**config.mk**
```make
export PLATFORM = sky130hd
export DESIGN_NAME = i2c_mem_seq
export DESIGN_NICKNAME = d
export VERILOG_FILES = /design/src/rtl/i2c_seq_pkg.sv /design/src/rtl/i2c_seq_fold.sv /design/src/rtl/i2c_seq_failcnt.sv /design/src/rtl/i2c_seq_ctrl.sv /design/src/rtl/i2c_mem_seq.sv
export SDC_FILE = /design/constraint.sdc
export NUM_CORES = 1
export LEC_CHECK = 0
export BUFFER_PORTS_ARGS = -buffer_cell sky130_fd_sc_hd__buf_4
export CAP_MARGIN = 20
export CORE_ASPECT_RATIO = 1.2
export CORE_UTILIZATION = 53
export DETAILED_ROUTE_END_ITERATION = 8
export PLACE_DENSITY = 0.81
export SETUP_SLACK_MARGIN = 0.1
export SLEW_MARGIN = 20
export SYNTH_ARGS = -nofsm -noshare
export SYNTH_HDL_FRONTEND = slang
export SYNTH_SLANG_ARGS = --single-unit
```
**constraint.sdc**
```tcl
create_clock -name clk -period 2 [get_ports clk]
set_input_delay 0 -clock clk [delete_from_list [all_inputs] [get_ports clk]]
set_output_delay 0 -clock clk [all_outputs]
set_load 0.005 [all_outputs]
```
**src/rtl/i2c_seq_pkg.sv**
```systemverilog
package i2c_seq_pkg;
  localparam logic [1:0] CMD_START = 2'd0;
  localparam logic [1:0] CMD_STOP  = 2'd1;
  localparam logic [1:0] CMD_WRITE = 2'd2;
  localparam logic [1:0] CMD_READ  = 2'd3;

  localparam logic [1:0] OP_PROBE  = 2'd0;
  localparam logic [1:0] OP_READ   = 2'd1;
  localparam logic [1:0] OP_WRITE  = 2'd2;

  localparam logic [1:0] ERR_OK    = 2'd0;
  localparam logic [1:0] ERR_NODEV = 2'd1;
  localparam logic [1:0] ERR_ADDR  = 2'd2;
  localparam logic [1:0] ERR_PARAM = 2'd3;

  typedef enum logic [3:0] {
    ST_IDLE, ST_START, ST_DEVW, ST_REGA, ST_MIDSTOP, ST_RESTART,
    ST_DEVR, ST_RDATA, ST_RPUSH, ST_WFETCH, ST_WDATA, ST_STOP, ST_DONE
  } seq_state_e;
endpackage

```
**src/rtl/i2c_seq_fold.sv**
```systemverilog
module i2c_seq_fold #(
  parameter int ADDR_BYTES = 3,
  localparam int AW  = 8 * ADDR_BYTES,
  localparam int ALW = $clog2(ADDR_BYTES + 1)
) (
  input  logic [6:0]     dev_in,
  input  logic [AW-1:0]  addr_in,
  input  logic [ALW-1:0] len_in,
  input  logic           fold_on,
  input  logic [6:0]     mask_in,
  output logic [6:0]     dev_out
);
  logic [AW-1:0] upper;

  // Bits above the transmitted address bytes
  always_comb begin
    upper = '0;
    for (int i = 0; i <= ADDR_BYTES; i++) begin
      if (len_in == ALW'(i)) upper = addr_in >> (8 * i);
    end
  end

  assign dev_out = fold_on ? (dev_in | (upper[6:0] & mask_in)) : dev_in;
endmodule

```
**src/rtl/i2c_seq_failcnt.sv**
```systemverilog
module i2c_seq_failcnt #(
  parameter int BCW = 8
) (
  input  logic           clk,
  input  logic           rst_n,
  input  logic           clr,
  input  logic           inc,
  output logic [BCW-1:0] cnt
);
  always_ff @(posedge clk or negedge rst_n) begin
    if (!rst_n)                   cnt <= '0;
    else if (clr)                 cnt <= '0;
    else if (inc && cnt != '1)    cnt <= cnt + BCW'(1);
  end
endmodule

```
**src/rtl/i2c_seq_ctrl.sv**
```systemverilog
module i2c_seq_ctrl
  import i2c_seq_pkg::*;
#(
  parameter int ADDR_BYTES = 3,
  parameter int BCW = 8,
  localparam int AW  = 8 * ADDR_BYTES,
  localparam int ALW = $clog2(ADDR_BYTES + 1)
) (
  input  logic           clk,
  input  logic           rst_n,
  input  logic           go,
  input  logic [1:0]     op,
  input  logic [6:0]     dev_eff,
  input  logic [AW-1:0]  reg_addr,
  input  logic [ALW-1:0] addr_len,
  input  logic [BCW-1:0] byte_cnt,
  input  logic           restart_mode,
  output logic           cmd_valid,
  input  logic           cmd_ready,
  output logic [1:0]     cmd_code,
  output logic [7:0]     cmd_wdata,
  output logic           cmd_nack,
  input  logic           rsp_valid,
  input  logic           rsp_nack,
  input  logic [7:0]     rsp_rdata,
  input  logic           wr_valid,
  output logic           wr_ready,
  input  logic [7:0]     wr_data,
  output logic           rd_valid,
  input  logic           rd_ready,
  output logic [7:0]     rd_data,
  output logic           busy,
  output logic [1:0]     err_code,
  output logic           fail_clr,
  output logic           fail_inc
);
  seq_state_e     st;
  logic           wait_q;
  logic [1:0]     op_q;
  logic [6:0]     dev_q;
  logic [AW-1:0]  addr_q;
  logic [ALW-1:0] alen_q;
  logic [ALW-1:0] idx_q;
  logic [BCW-1:0] left_q;
  logic           rsm_q;
  logic [7:0]     byte_q;
  logic [1:0]     err_q;
  logic           is_cmd;
  logic           done_rsp;
  logic           bad_req;
  logic           last_byte;

  assign bad_req   = (op == 2'd3) || (op == OP_READ && byte_cnt == '0);
  assign last_byte = (left_q == BCW'(1));

  always_comb begin
    is_cmd    = 1'b1;
    cmd_code  = CMD_START;
    cmd_wdata = 8'h00;
    cmd_nack  = 1'b0;
    case (st)
      ST_START, ST_RESTART: cmd_code = CMD_START;
      ST_MIDSTOP, ST_STOP:  cmd_code = CMD_STOP;
      ST_DEVW: begin cmd_code = CMD_WRITE; cmd_wdata = {dev_q, 1'b0}; end
      ST_DEVR: begin cmd_code = CMD_WRITE; cmd_wdata = {dev_q, 1'b1}; end
      ST_REGA: begin cmd_code = CMD_WRITE; cmd_wdata = addr_q[idx_q*8 +: 8]; end
      ST_WDATA: begin cmd_code = CMD_WRITE; cmd_wdata = byte_q; end
      ST_RDATA: begin cmd_code = CMD_READ; cmd_nack = last_byte; end
      default: is_cmd = 1'b0;
    endcase
  end

  assign cmd_valid = is_cmd && !wait_q;
  assign done_rsp  = is_cmd && wait_q && rsp_valid;
  assign wr_ready  = (st == ST_WFETCH);
  assign rd_valid  = (st == ST_RPUSH);
  assign rd_data   = byte_q;
  assign busy      = (st != ST_IDLE);
  assign err_code  = err_q;
  assign fail_clr  = (st == ST_IDLE) && go;
  assign fail_inc  = (st == ST_WDATA) && done_rsp && rsp_nack;

  always_ff @(posedge clk or negedge rst_n) begin
    if (!rst_n) begin
      st     <= ST_IDLE;
      wait_q <= 1'b0;
      op_q   <= OP_PROBE;
      dev_q  <= '0;
      addr_q <= '0;
      alen_q <= '0;
      idx_q  <= '0;
      left_q <= '0;
      rsm_q  <= 1'b0;
      byte_q <= '0;
      err_q  <= ERR_OK;
    end else begin
      if (cmd_valid && cmd_ready) wait_q <= 1'b1;
      if (done_rsp)               wait_q <= 1'b0;
      case (st)
        ST_IDLE: if (go) begin
          op_q   <= op;
          dev_q  <= dev_eff;
          addr_q <= reg_addr;
          alen_q <= addr_len;
          left_q <= byte_cnt;
          rsm_q  <= restart_mode;
          if (bad_req) begin
            err_q <= ERR_PARAM;
            st    <= ST_DONE;
          end else begin
            err_q <= ERR_OK;
            st    <= ST_START;
          end
        end
        ST_START: if (done_rsp)
          st <= (op_q == OP_READ && alen_q == '0) ? ST_DEVR : ST_DEVW;
        ST_DEVW: if (done_rsp) begin
          if (rsp_nack) begin
            err_q <= ERR_NODEV;
            st    <= ST_STOP;
          end else if (op_q == OP_PROBE) begin
            st <= ST_STOP;
          end else if (alen_q != '0) begin
            idx_q <= alen_q - ALW'(1);
            st    <= ST_REGA;
          end else begin
            st <= (left_q == '0) ? ST_STOP : ST_WFETCH;
          end
        end
        ST_REGA: if (done_rsp) begin
          if (rsp_nack) begin
            err_q <= ERR_ADDR;
            st    <= ST_STOP;
          end else if (idx_q != '0) begin
            idx_q <= idx_q - ALW'(1);
          end else if (op_q == OP_READ) begin
            st <= rsm_q ? ST_RESTART : ST_MIDSTOP;
          end else begin
            st <= (left_q == '0) ? ST_STOP : ST_WFETCH;
          end
        end
        ST_MIDSTOP: if (done_rsp) st <= ST_RESTART;
        ST_RESTART: if (done_rsp) st <= ST_DEVR;
        ST_DEVR: if (done_rsp) begin
          if (rsp_nack) begin
            err_q <= ERR_NODEV;
            st    <= ST_STOP;
          end else begin
            st <= ST_RDATA;
          end
        end
        ST_RDATA: if (done_rsp) begin
          byte_q <= rsp_rdata;
          st     <= ST_RPUSH;
        end
        ST_RPUSH: if (rd_ready) begin
          left_q <= left_q - BCW'(1);
          st     <= last_byte ? ST_STOP : ST_RDATA;
        end
        ST_WFETCH: if (wr_valid) begin
          byte_q <= wr_data;
          st     <= ST_WDATA;
        end
        ST_WDATA: if (done_rsp) begin
          left_q <= left_q - BCW'(1);
          st     <= last_byte ? ST_STOP : ST_WFETCH;
        end
        ST_STOP: if (done_rsp) st <= ST_DONE;
        ST_DONE: st <= ST_IDLE;
        default: st <= ST_IDLE;
      endcase
    end
  end
endmodule

```
**src/rtl/i2c_mem_seq.sv**
```systemverilog
module i2c_mem_seq #(
  parameter int ADDR_BYTES = 3,
  parameter int BCW = 8,
  localparam int AW  = 8 * ADDR_BYTES,
  localparam int ALW = $clog2(ADDR_BYTES + 1)
) (
  input  logic           clk,
  input  logic           rst_n,
  input  logic           go,
  input  logic [1:0]     op,
  input  logic [6:0]     dev_addr,
  input  logic [AW-1:0]  reg_addr,
  input  logic [ALW-1:0] addr_len,
  input  logic [BCW-1:0] byte_cnt,
  input  logic           restart_mode,
  input  logic           fold_en,
  input  logic [6:0]     fold_mask,
  output logic           cmd_valid,
  input  logic           cmd_ready,
  output logic [1:0]     cmd_code,
  output logic [7:0]     cmd_wdata,
  output logic           cmd_nack,
  input  logic           rsp_valid,
  input  logic           rsp_nack,
  input  logic [7:0]     rsp_rdata,
  input  logic           wr_valid,
  output logic           wr_ready,
  input  logic [7:0]     wr_data,
  output logic           rd_valid,
  input  logic           rd_ready,
  output logic [7:0]     rd_data,
  output logic           busy,
  output logic [1:0]     err_code,
  output logic [BCW-1:0] fail_cnt
);
  logic [6:0] dev_eff;
  logic       fail_clr;
  logic       fail_inc;

  i2c_seq_fold #(.ADDR_BYTES(ADDR_BYTES)) u_fold (
    .dev_in  (dev_addr),
    .addr_in (reg_addr),
    .len_in  (addr_len),
    .fold_on (fold_en),
    .mask_in (fold_mask),
    .dev_out (dev_eff)
  );

  i2c_seq_ctrl #(.ADDR_BYTES(ADDR_BYTES), .BCW(BCW)) u_ctrl (
    .clk          (clk),
    .rst_n        (rst_n),
    .go           (go),
    .op           (op),
    .dev_eff      (dev_eff),
    .reg_addr     (reg_addr),
    .addr_len     (addr_len),
    .byte_cnt     (byte_cnt),
    .restart_mode (restart_mode),
    .cmd_valid    (cmd_valid),
    .cmd_ready    (cmd_ready),
    .cmd_code     (cmd_code),
    .cmd_wdata    (cmd_wdata),
    .cmd_nack     (cmd_nack),
    .rsp_valid    (rsp_valid),
    .rsp_nack     (rsp_nack),
    .rsp_rdata    (rsp_rdata),
    .wr_valid     (wr_valid),
    .wr_ready     (wr_ready),
    .wr_data      (wr_data),
    .rd_valid     (rd_valid),
    .rd_ready     (rd_ready),
    .rd_data      (rd_data),
    .busy         (busy),
    .err_code     (err_code),
    .fail_clr     (fail_clr),
    .fail_inc     (fail_inc)
  );

  i2c_seq_failcnt #(.BCW(BCW)) u_fail (
    .clk   (clk),
    .rst_n (rst_n),
    .clr   (fail_clr),
    .inc   (fail_inc),
    .cnt   (fail_cnt)
  );
endmodule

```
# After elaboration in Yosys (flattened, before gate mapping)
# Index checks and enable logic that the tools add are counted.
dict set report word_totals {
  inputBits 76
  register_bits 69
  ram_bits 0
  romBits 0
  elab_cells 157
  memories 0
  latchBits 0
  out_inout_bits 33
}
dict set report classes {
  add_sub_neg 4
  n_shift 1
  n_div 0
  n_mul 0
  eq_ne 40
  n_bitwise 2
  n_reduce_logical 37
  magnitude_cmp 0
  n_mux 61
}
# op n
set ops {}
lappend ops {{2-to-1 mux 4 bit} 21}
lappend ops {{2-to-1 mux 8 bit} 7}
lappend ops {{case mux 4 bit (12 select lines)} 1}
lappend ops {{2-to-1 mux 7 bit} 5}
lappend ops {{case mux 8 bit (4 select lines)} 1}
lappend ops {{2-to-1 mux 2 bit} 15}
lappend ops {{inequality test 2 x 1 -> 1 bit, second input constant} 14}
lappend ops {{case mux 8 bit (3 select lines)} 1}
lappend ops {{variable part select 24 x 6 -> 8 bit} 1}
lappend ops {{== test 4 x 3 -> 1 bit, second input constant} 4}
lappend ops {{== test 4 bit, second input constant} 4}
lappend ops {{logical NOT 8 bit} 2}
lappend ops {{case mux 8 bit (2 select lines)} 1}
lappend ops {{AND reduction 13 bit} 1}
lappend ops {{inequality test 2 bit, second input constant} 6}
lappend ops {{case mux 2 bit (3 select lines)} 2}
lappend ops {{nonzero test 2 bit} 6}
lappend ops {{logical AND 1 bit} 10}
lappend ops {{OR reduction 9 bit} 1}
lappend ops {{adder 8 x 1 -> 8 bit, second input constant} 1}
lappend ops {{== test 4 x 2 -> 1 bit, second input constant} 2}
lappend ops {{== test 8 x 1 -> 1 bit, second input constant} 1}
lappend ops {{inequality test 8 bit, second input constant} 1}
lappend ops {{AND reduction 8 bit} 1}
lappend ops {{other kinds (23)} 36}

# Logic depth before layout (Yosys ltp)
# Gate-level depths: netlist (run 1).
dict set report depth {
  ltp_word 10
  ltp_mapped 9
  mapped_depth_nobuf 6
}

# By module
# From an unflattened synthesis (run 1), not the netlist that was laid out.
dict set report unflattened {
  cells_unflattened 491
  area_unflattened_um2 4065.1
}
# module area_each_um2 n_inst seq_area_each_um2 cells_per_inst
set modules_own_cells {}
lappend modules_own_cells {i2c_seq_ctrl 3363.2 1 1526.5 411}
lappend modules_own_cells {i2c_seq_failcnt 444.2 1 200.2 42}
lappend modules_own_cells {i2c_seq_fold 257.7 1 0.0 38}

# Worst setup path after synthesis (run 1)
# OpenSTA, ideal clock, no wires.
dict set report synth_path {
  path_kind {flip-flop to flip-flop}
  startpoint {register u_ctrl.st[3]}
  endpoint {register u_ctrl.idx_q[0]}
  required_time_ps 1876
  n_path_buf 1
  period_less_slack_ps 1796
  setup_slack_ps 204
  arrival_ps 1672
  stages_incl_launch_ff 6
  setup_ps 124
  path_cell_list {dfrtp_1 -> buf_4 -> nor2_2 -> or4b_1 -> a211o_1 -> a211o_1}
}
dict set report synth_via {
  elab_chain_cells 7
  word_cells_on_any_way 23
  classes_between {eq/ne: 16; mux: 2; reduce/logical: 5}
}
# item line_no
set synth_lines {}
lappend synth_lines {{start, declared} i2c_seq_ctrl.sv:37} ;# seq_state_e st;
lappend synth_lines {{start signal, assigned} i2c_seq_ctrl.sv:116} ;# st <= (op_q == OP_READ && alen_q == '0) ? ST_DEVR : ST_DEVW;
lappend synth_lines {{start signal, assigned} i2c_seq_ctrl.sv:127} ;# st <= (left_q == '0) ? ST_STOP : ST_WFETCH;
lappend synth_lines {{start signal, assigned} i2c_seq_ctrl.sv:137} ;# st <= rsm_q ? ST_RESTART : ST_MIDSTOP;
lappend synth_lines {{== test 4 x 1 -> 1 bit (tied with other cells)} i2c_seq_ctrl.sv:61} ;# case (st)
lappend synth_lines {{OR reduction 9 bit (no line)} --}
lappend synth_lines {{2-to-1 mux 1 bit} i2c_seq_ctrl.sv:61}
lappend synth_lines {{logical AND 1 bit (2 in series)} i2c_seq_ctrl.sv:74} ;# assign done_rsp = is_cmd && wait_q && rsp_valid;
lappend synth_lines {{inequality test 2 x 1 -> 1 bit (no line)} --}
lappend synth_lines {{AND reduction 8 bit (no line)} --}
lappend synth_lines {{end signal, assigned} i2c_seq_ctrl.sv:124} ;# idx_q <= alen_q - ALW'(1);
lappend synth_lines {{end signal, assigned} i2c_seq_ctrl.sv:135} ;# idx_q <= idx_q - ALW'(1);
lappend synth_lines {{end, declared} i2c_seq_ctrl.sv:43} ;# logic [ALW-1:0] idx_q;
# Several ways; a longest one is shown, not always the timed one.
# A chain may end at the register's enable or synchronous reset.

# Worst setup path in the final report (run 1)
dict set report layout_path {
  startpoint {register u_ctrl.st[1]}
  endpoint {output cmd_wdata[5]}
}
dict set report layout_via {
  elab_chain_cells 2
  word_cells_on_any_way 5
  classes_between {eq/ne: 4; mux: 1}
}
# item line_no
set layout_lines {}
lappend layout_lines {{== test 4 bit (tied with other cells)} i2c_seq_ctrl.sv:61}
lappend layout_lines {{case mux 8 bit (4 select lines) *} i2c_seq_ctrl.sv:61}
lappend layout_lines {{end, declared} i2c_mem_seq.sv:21} ;# output logic [7:0] cmd_wdata,
# Every way passes the cells marked *; elsewhere a longest branch is shown, timed or not.

==> results.toml, run 1 <==
[synthesis]
synth_top_cell_by_area = "dfrtp_1"
synth_top_family_by_area = "simple AND/OR/NAND/NOR gates"
synth_area_um2 = 4020
syn_nets = 561
synth-edff-count = 0
synthAdderAreaFrac_pct = 1.25
synthXorXnorAreaFrac_pct = 1.09
synthMuxAreaShare_pct = 8.60
synth-simple-area-share_pct = 24.5
yosysTopAreaCellShare_pct = 43.0
yosys_warnings = 0
ys_seq_area_share_pct = 43.0
netlist_top_cells_area = "dfrtp_1, nand2_1, mux2i_1, o21ai_0, a21oi_1"
synth_cell_types = 61
ys_async_sr_fraction_pct = 100
synth_area_per_cell_um2 = 8.35
synth_seq_cells = 69
syn_inst = 481
synth-main-ff-cell = "dfrtp_1"
synth_compound_area_share_pct = 17.6

[timing]
drv_slew = 0
fmax_ghz = 0.531
fin_skew_ps = 15.7
worst_slack_ps = 116
relSlewSlack_pct = 42.3
layout_min_cycle_time_ps = 1880
rsz0062_at_grt = "true"
hold_viol_final = 1
fin_hold_ws_ps = -8.75
fin_crit_sh_pct = 94.2
tightest_slew_ps = 866
finalSetupViolCount = 0

[hold_path]
hold_class = "input pin to flop"

[critical_path]
crit_path_max_fanout = 7
path_class = "flop to output port"
cp.required_ps = 2000
cp.arrival_ps = 1880
cp-start-kind = "flop"
crit_path_end_kind = "output port"

[cells_and_area]
drive_gt1_share_pct = 26.5
register_area_um2 = 1730
syn2layout_area_growth_pct = 51.1
final_cell_mix = "buf_4, nand2_1, dfrtp_1"
postLayoutCoreUtil_pct = 83.4
antennaDiodeCount = 0
multiInputGateArea_um2 = 2180
layout_commonest_cell = "buf_4"
fill_cells = 411
finish.net_count = 750

[power]
combPwrFrac_pct = 51.6
power.switching_uw = 3290
swShare_pct = 41.4
clockPowerShare_pct = 16.6
power.density_nw_per_um2 = 1310
pwr-share-seq_pct = 31.7
p_int_uw = 4650
vdd_drop_max_v = 0.000863
leakage_uw = 0.00294

[placement]
pre_cts_ws_ps = -9.01
port_buffers = 108
dpl.hpwl_mm = 8.51
gp_congestion = 0.894

[clock_network]
htreeDepth = 3
clk_pin_slew_worst_paths_ps = 80
root_buffer = "clkbuf_8"
cts_sinks = 69
insertion_delay_ps = 350
clk_path_buf_depth = 2
cts_tree = "yes"
cts_made_buffers = 9

[floorplan]
die-area_um2 = 7930
pin_count = 109
die_x_um = 81.5
die_h_um = 97.4
core_area_um2 = 7270
start_util_pct = 55.2
num_rows = 34

[route]
drc = 0
vias = 4634
via_per_inst = 6.06
drtIter0Drc = 345
wl_per_cell_um = 19.7
first_pass_iters = 5
wirelength_mm = 15.1
drtAntennaViolNets = 0

[grt]
grt_pass1_vias = 4728
grt_max_degree = 70
grt_overflow = 0
antenna_found_initial = 0
grt_pass1_wl_mm = 23.3
grt_use_total_pct = 39.4

[run]
cap_violations = 0

[status]
status = "complete, but fails checks"
failed_checks = "negative hold slack"
[final cells by class]
cell class                      instances  share of cell area (%)
Sequential cell                        69                    28.5
Tap cell                               90                    1.86
Inverter                                7                   0.433
Multi-Input combinational cell        376                    36.0
Timing Repair Buffer                  207                    29.5
Clock inverter                          5                    1.36
Clock buffer                           11                    2.33
[sequential cells by signal (all words and copies together) (netlist names)]
signal           flops
u_ctrl.op_q          2
u_ctrl.err_code      2
u_ctrl.dev_q         7
u_ctrl.st            4
u_ctrl.rsm_q         1
u_ctrl.idx_q         2
u_ctrl.wait_q        1
u_ctrl.rd_data       8
u_ctrl.left_q        8
u_ctrl.addr_q       24
u_fail.cnt           8
u_ctrl.alen_q        2
[power by group through the flow]
stage          clock [uW]  combinational (uW)  sequential, uW
2_1_floorplan           0                2200            2320
3_3_place_gp            0                3460            2460
3_5_place_dp            0                3560            2480
4_1_cts              1300                3730            2470
5_1_grt              1370                4440            2570
6_report             1320                4100            2520
[worst max-delay path, cell delays in order, from the launching register on]
cell	delay, ps
dfrtp_1	430
buf_4	180
and4bb_2	270
buf_4	170
a22oi_1	190
o21ai_1	140
buf_4	160
[metrics by stage]
| stage | cell area (um^2) | hold slack [ps] | setup TNS, ps | std cells | power [uW] |
|---|---|---|---|---|---|
| 6_report | 6070 | -8.75 | 0 | 765 | 7940 |
| 5_1_grt | 6070 | 9.99 | -31.7 | 765 | 8380 |
| 4_1_cts | 5960 | 14.5 | 0 | 758 | 7500 |
| 3_5_place_dp | 5060 | 172 | -9.01 | 677 | 6050 |
| 3_3_place_gp | 5060 | 167 | 0 | 677 | 5920 |
| 2_1_floorplan | 4020 | -296 | 0 | 481 | 4520 |
[cell families (layout without fill, tap and decap cells)]
logic type | after synthesis | after routing
adder cells (fa/ha/maj) | 4 | 4
multiplexers | 34 | 34
AND/OR/NAND/NOR | 217 | 217
XOR/XNOR | 5 | 5
flip-flops | 69 | 69
buffers and inverters | 36 | 230
AO/OA/AOI/OAI | 116 | 116
[synth_stat cells, types with 3 or more instances]
library cell  instances
nand2_1             124
dfrtp_1              69
o21ai_0              41
nor2_1               34
mux2i_1              30
a21oi_1              26
clkbuf_1             14
nor3_1               13
buf_2                10
a22oi_1               9
a31oi_1               9
inv_1                 7
nand3_1               6
o21ai_1               6
and3_1                5
nand2b_1              5
nor2b_1               5
ha_1                  4
nand4_1               3
nor3b_1               3
nor4_1                3
xor2_1                3
[routing by layer]
metal	routed length [um]	track usage, %
met1	5420	44.4
met2	7550	67.4
met3	1250	8.26
met4	855	21.7
met5	0	0
[repair_timing]
action,CTS,global route
pin swaps,0,1
gates resized for setup,4,14
gates cloned,0,0
endpoints found under the hold margin,118,1
hold buffers,64,1
setup endpoints to repair,12,18
setup buffers,1,6
[path summary, 6_finish.rpt]
| kind | cells after the start | end | startpoint | slack (ps) |
|---|---|---|---|---|
| min | 3 | u_ctrl.rd_data[5]$_DFFE_PN0P_ | rsp_rdata[5] | -9 |
| max | 6 | cmd_wdata[5] | u_ctrl.st[1]$_DFFE_PN0P_ | 120 |
| min in group asynchronous | 2 | u_ctrl.left_q[5]$_DFFE_PN0P_ | rst_n | 290 |
| max reg2reg | 5 | u_ctrl.idx_q[0]$_DFFE_PN0P_ | u_ctrl.st[3]$_DFFE_PN0P_ | 140 |
| min reg2reg | 2 | u_ctrl.addr_q[13]$_DFFE_PN0P_ | u_ctrl.addr_q[13]$_DFFE_PN0P_ | 490 |
| max in group asynchronous | 2 | u_ctrl.wait_q$_DFFE_PN0P_ | rst_n | 1080 |
(Power assumes the default switching activity.)
==> inputs of run 2 (changes only) <==
--- a/config.mk
+++ b/config.mk
@@ -11,6 +11,7 @@
 export CORE_UTILIZATION = 53
 export DETAILED_ROUTE_END_ITERATION = 8
 export PLACE_DENSITY = 0.81
+export RECOVER_POWER = 100
 export SETUP_SLACK_MARGIN = 0.1
 export SLEW_MARGIN = 20
 export SYNTH_ARGS = -nofsm -noshare
==> run 2 against run 1 <==
Net effect: the run ends with negative hold slack, max-capacitance violations, max-slew violations left; flip-flop and latch count unchanged; global-route usage unchanged; clock power barely moved; sequential share of layout area increased by 0.14 points; largest power group unchanged; highest routed layer unchanged.
==> results.toml, run 2 (synthesis results as in run 1) <==
[floorplan]
start_util_pct = 55.2
die-area_um2 = 7930
num_rows = 34
die_x_um = 81.5
die_h_um = 97.4
pin_count = 109
core_area_um2 = 7270

[route]
wl_per_cell_um = 19.8
drc = 0
via_per_inst = 6.04
vias = 4619
drtAntennaViolNets = 0
wirelength_mm = 15.1
drtIter0Drc = 368
first_pass_iters = 5

[status]
status = "complete, but fails checks"
failed_checks = "negative hold slack, max-capacitance violations, max-slew violations"

[cells_and_area]
postLayoutCoreUtil_pct = 82.9
syn2layout_area_growth_pct = 50.2
final_cell_mix = "nand2_1, buf_4, dfrtp_1"
finish.net_count = 750
register_area_um2 = 1730
layout_commonest_cell = "nand2_1"
fill_cells = 424
regMostFlops = "u_ctrl.addr_q"
drive_gt1_share_pct = 25.2
largest_reg_flops = 24
antennaDiodeCount = 0
multiInputGateArea_um2 = 2180

[critical_path]
cp.arrival_ps = 2110
max_stage_delay_ps = 510
cp-start-kind = "flop"
cp_top_family = "buffers and inverters"
crit_slowest_cell = "dfrtp_2"
crit_path_end_kind = "flop"
cp_num_buf_inv = 3
cp.required_ps = 2190
path_class = "flop to flop"
crit_path_max_fanout = 13
path_cells = "clkbuf_1, nor4bb_2, clkbuf_2, buf_12, mux2i_1, o21ai_0"

[timing]
setup_tns_ps = 0
rsz0062_at_grt = "true"
drv_slew = 70
fin_skew_ps = 11.5
hold_viol_final = 1
tightest_slew_ps = 1540
finalSetupViolCount = 0
fin_hold_ws_ps = -4.48
fin_crit_sh_pct = 95.9
relSlewSlack_pct = -2.62
fmax_ghz = 0.521
worst_slack_ps = 81.4
layout_min_cycle_time_ps = 1920

[grt]
grt_max_degree = 70
grt_use_total_pct = 39.4
grt_pass1_wl_mm = 23.3
grt_overflow = 0
antenna_found_initial = 0
grt_pass1_vias = 4728

[clock_network]
clk_pin_slew_worst_paths_ps = 80
htreeDepth = 3
root_buffer = "clkbuf_8"
cts_tree = "yes"
clk_path_buf_depth = 2
insertion_delay_ps = 350
cts_sinks = 69
cts_made_buffers = 9

[placement]
pre_cts_ws_ps = -9.01
dpl.hpwl_mm = 8.51
port_buffers = 108
gp_congestion = 0.894

[power]
leakage_uw = 0.00291
power.density_nw_per_um2 = 1300
vdd_drop_max_v = 0.000847
power.total_uw = 7870

[run]
cap_violations = 1

[hold_path]
hold_class = "input pin to flop"
[run 2: cell count changes in the layout (fill, tap and decap cells not counted), moves of 2 or more]
cell	previous run	this run
buf_4	136	110
clkbuf_2	0	2
clkbuf_4	0	17
o21ai_0	35	41
o21ai_1	11	5
clkbuf_1	1	7
[run 2: worst reg2reg max path: cells and delay by family (launching register included)]
| family | cells | cell delay, ps |
|---|---|---|
| multiplexers | 1 | 220 |
| flip-flops | 1 | 510 |
| AND/OR/NAND/NOR | 1 | 310 |
| AO/OA/AOI/OAI | 1 | 110 |
| buffers and inverters | 3 | 610 |
[run 2: layout make-up]
cell class	count	share of cell area (%)
Multi-Input combinational cell	376	36.1
Timing Repair Buffer	207	29.2
Sequential cell	69	28.7
Clock buffer	11	2.34
Tap cell	90	1.87
Clock inverter	5	1.37
Inverter	7	0.436
[run 2: timing repair]
action	in CTS	in global routing
pin swaps	0	1
resized for setup	4	14
setup endpoints to repair	12	18
hold buffers	64	1
buffers inserted	1	6
hold endpoints to repair	118	1
[run 2: layer usage]
metal / GRT usage (%) / up-vias / wire (um)
li1: - / 2060 / -
met1: 44.4 / 2166 / 5570
met2: 67.4 / 304 / 7570
met3: 8.26 / 89 / 1140
met4: 21.7 / 0 / 845
met5: 0 / - / 0
[run 2: metrics by stage]
step	instance area, um^2	hold WS (ps)	cells
CTS	5960	14.5	758
finish	6030	-4.48	765
floorplan	4020	-296	481
global placement	5060	167	677
detailed placement	5060	172	677
global route	6030	9.99	765
[run 2: where the power goes]
group / total [uW] / internal [uW] / leakage [uW] / switching [uW]
combinational: 4040 / 1870 / 0.00192 / 2160
sequential: 2510 / 1970 / 0.000872 / 541
clock: 1320 / 742 / 0.000114 / 578
total: 7870 / 4590 / 0.00291 / 3280
[run 2: final timing paths]
kind,start,end,slack (ps),depth (start not counted)
min in group asynchronous,rst_n,u_ctrl.left_q[5]$_DFFE_PN0P_,560,2
max,u_ctrl.st[2]$_DFFE_PN0P_,u_ctrl.rd_data[1]$_DFFE_PN0P_,80,6
min reg2reg,u_ctrl.addr_q[23]$_DFFE_PN0P_,u_ctrl.addr_q[23]$_DFFE_PN0P_,490,2
max in group asynchronous,rst_n,u_ctrl.wait_q$_DFFE_PN0P_,390,2
max reg2reg,u_ctrl.st[2]$_DFFE_PN0P_,u_ctrl.rd_data[1]$_DFFE_PN0P_,80,6
min,rsp_rdata[5],u_ctrl.rd_data[5]$_DFFE_PN0P_,-4,3
==> inputs of run 3 (changes only) <==
--- a/config.mk
+++ b/config.mk
@@ -5,12 +5,12 @@
 export SDC_FILE = /design/constraint.sdc
 export NUM_CORES = 1
 export LEC_CHECK = 0
+export ABC_AREA = 1
 export BUFFER_PORTS_ARGS = -buffer_cell sky130_fd_sc_hd__buf_4
 export CAP_MARGIN = 20
-export CORE_ASPECT_RATIO = 1.2
-export CORE_UTILIZATION = 53
+export CORE_UTILIZATION = 54
 export DETAILED_ROUTE_END_ITERATION = 8
-export PLACE_DENSITY = 0.81
+export PLACE_DENSITY_LB_ADDON = 0.15
 export RECOVER_POWER = 100
 export SETUP_SLACK_MARGIN = 0.1
 export SLEW_MARGIN = 20
==> run 3 against run 2 <==
Net effect: the run now ends clean; critical path depth up 2; flip-flop and latch count unchanged; first-iteration DRC count down 0.54%; maximum frequency up 1.7%; combinational power down 1%; via count up 12%; core utilization down 1.6 points; cell count up 21%; largest cell class unchanged; highest routed layer unchanged.
==> results.toml, run 3 <==
[status]
status = "completed"

[route]
vias = 5160
drtAntennaViolNets = 0
drc = 0
first_pass_iters = 5
wirelength_mm = 15.3
wl_per_cell_um = 16.6
via_per_inst = 5.58
drtIter0Drc = 366

[power]
p_int_uw = 4400
pwr-share-seq_pct = 31.4
power.switching_uw = 3560
swShare_pct = 44.7
clockPowerShare_pct = 18.3
combPwrFrac_pct = 50.3
vdd_drop_max_v = 0.000982
leakage_uw = 0.00329
power.density_nw_per_um2 = 1270

[synthesis]
synth_seq_cells = 69
yosysTopAreaCellShare_pct = 39.8
ys_async_sr_fraction_pct = 100
synth_common_cells = "nand2_1, dfrtp_1, nor2_1"
synth_area_per_cell_um2 = 6.92
synth_area_um2 = 4340
syn_nets = 707
syn_inst = 627
synth_top_cell_by_area = "dfrtp_1"
synth-edff-count = 0
yosys_warnings = 0
synth-main-ff-cell = "dfrtp_1"
synth_cell_types = 39
ys_seq_area_share_pct = 39.8
synth.most_common_cell = "nand2_1"
netlist_top_cells_area = "dfrtp_1, nand2_1, nand3_1, nor2_1, inv_1"

[critical_path]
crit_path_end_kind = "flop"
crit_path_max_fanout = 5
reg2regPathDepth = 8
cp.arrival_ps = 2190
cp.required_ps = 2300
path_class = "flop to flop"
cp-start-kind = "flop"

[clock_network]
cts_tree = "yes"
cts_sinks = 69
clk_path_buf_depth = 2
insertion_delay_ps = 370
clk_pin_slew_worst_paths_ps = 80
root_buffer = "clkbuf_8"
cts_made_buffers = 9
htreeDepth = 3

[cells_and_area]
largest_reg_flops = 24
final_cell_mix = "nand2_1, buf_4, dlygate4sd3_1"
finish.net_count = 897
regMostFlops = "u_ctrl.addr_q"
fill_cells = 500
syn2layout_area_growth_pct = 44.9
final_area_um2 = 6280
layout_commonest_cell = "nand2_1"
drive_gt1_share_pct = 22.0

[run]
cap_violations = 0

[grt]
grt_pass1_wl_mm = 24.2
grt_max_degree = 70
antenna_found_initial = 0
grt_pass1_vias = 5121
grt_use_total_pct = 37.1
grt_overflow = 0

[floorplan]
die_x_um = 91.6
die_h_um = 91.6
num_rows = 32
pin_count = 109
core_area_um2 = 7730
start_util_pct = 56.1
die-area_um2 = 8390

[timing]
fin_hold_ws_ps = 97.8
rsz0062_at_grt = "true"
hold_viol_final = 0
layout_min_cycle_time_ps = 1890
tightest_slew_ps = 900
fin_crit_sh_pct = 94.3
relSlewSlack_pct = 40.0
fin_skew_ps = 12.3
worst_slack_ps = 113
fmax_ghz = 0.530
drv_slew = 0
finalSetupViolCount = 0
setup_tns_ps = 0

[placement]
gp_congestion = 0.962
dpl-instance-area_um2 = 5250
pre_cts_ws_ps = 166
port_buffers = 108
dpl.hpwl_mm = 8.99

[hold_path]
holdPathStages = 5
hold_class = "input pin to flop"
## run 3: cell types whose count changed in the layout (fill, tap and decap cells not counted), moves of 19 or more
cell	previous run	this run
nand2_1	124	274
o21ai_0	41	22
mux2i_1	30	0
inv_1	7	47
nor2_1	34	53
nand3_1	6	49
## run 3: layout make-up
type | count | area (um^2) | area share [%]
Multi-Input combinational cell | 495 | 2380 | 37.9
Timing Repair Buffer | 189 | 1580 | 25.2
Antenna cell | 1 | 2.50 | 0.0398
Clock inverter | 5 | 106 | 1.69
Sequential cell | 69 | 1730 | 27.6
Clock buffer | 11 | 141 | 2.25
Inverter | 53 | 206 | 3.29
Tap cell | 102 | 128 | 2.03
## run 3: power groups by stage
stage               Clock (uW)  Sequential, uW  Combinational [uW]
floorplan                    0            2330                2550
detailed placement           0            2450                3610
global route              1510            2560                4420
finish                    1460            2500                4000
global placement             0            2440                3530
CTS                       1450            2450                3860
## run 3: cell families (layout without fill, tap and decap cells)
| family | Yosys count | after routing | synth area share, % |
|---|---|---|---|
| adders and majority gates | 4 | 4 | 1.15 |
| DFF | 69 | 69 | 39.8 |
| other | 0 | 1 | 0 |
| AOI/OAI and AO/OA | 60 | 60 | 9.06 |
| buffers and inverters | 65 | 258 | 6.15 |
| and+or+nand+nor | 422 | 424 | 42.4 |
| xor gates and xnor gates | 7 | 7 | 1.41 |
## run 3: worst paths after layout
check	from	end	slack, ps
setup / recovery	u_ctrl.st[0]$_DFFE_PN0P_	u_ctrl.rd_data[7]$_DFFE_PN0P_	110
hold / removal	wr_valid	u_ctrl.rd_data[4]$_DFFE_PN0P_	100
min in group asynchronous	rst_n	u_fail.cnt[2]$_DFFE_PN0P_	280
max in group asynchronous	rst_n	u_ctrl.st[2]$_DFFE_PN0P_	1060
setup reg to reg	u_ctrl.st[0]$_DFFE_PN0P_	u_ctrl.rd_data[7]$_DFFE_PN0P_	110
hold reg to reg	u_ctrl.addr_q[16]$_DFFE_PN0P_	u_ctrl.addr_q[16]$_DFFE_PN0P_	470
## run 3: worst max-delay path, cell delays in order, from the launching register on
cell,delay [ps]
dfrtp_2,470
buf_4,140
nand2_2,130
nor2_4,230
nand2_1,70
nand2_1,50
dlygate4sd3_1,550
nand3_1,90
nand2_1,90
## run 3: through the flow
step,total power (uW),utilization [%],std cells
floorplan,4880,-,627
global placement,5980,68.0,831
detailed placement,6070,68.0,831
CTS,7770,80.8,918
global route,8490,81.3,924
finish,7960,81.3,925
## run 3: what timing repair did
item / CTS / global route
gates cloned: 0 / 2
hold buffers: 69 / 0
pin swaps: 1 / 3
resized for setup: 16 / 17
hold endpoints to repair: 122 / 0
buffers inserted: 2 / 4
setup endpoints to repair: 8 / 16
## run 3: layer usage
metal / global-route usage, % / up-vias / part of all wire (%) / routed length (um)
met1: 43.5 / 2417 / 38 / 5900
met4: 21.7 / 0 / 4.9 / 752
met3: 9.04 / 83 / 8.0 / 1230
met5: 0 / - / 0 / 0
met2: 61.8 / 294 / 49 / 7460
li1: - / 2366 / - / -
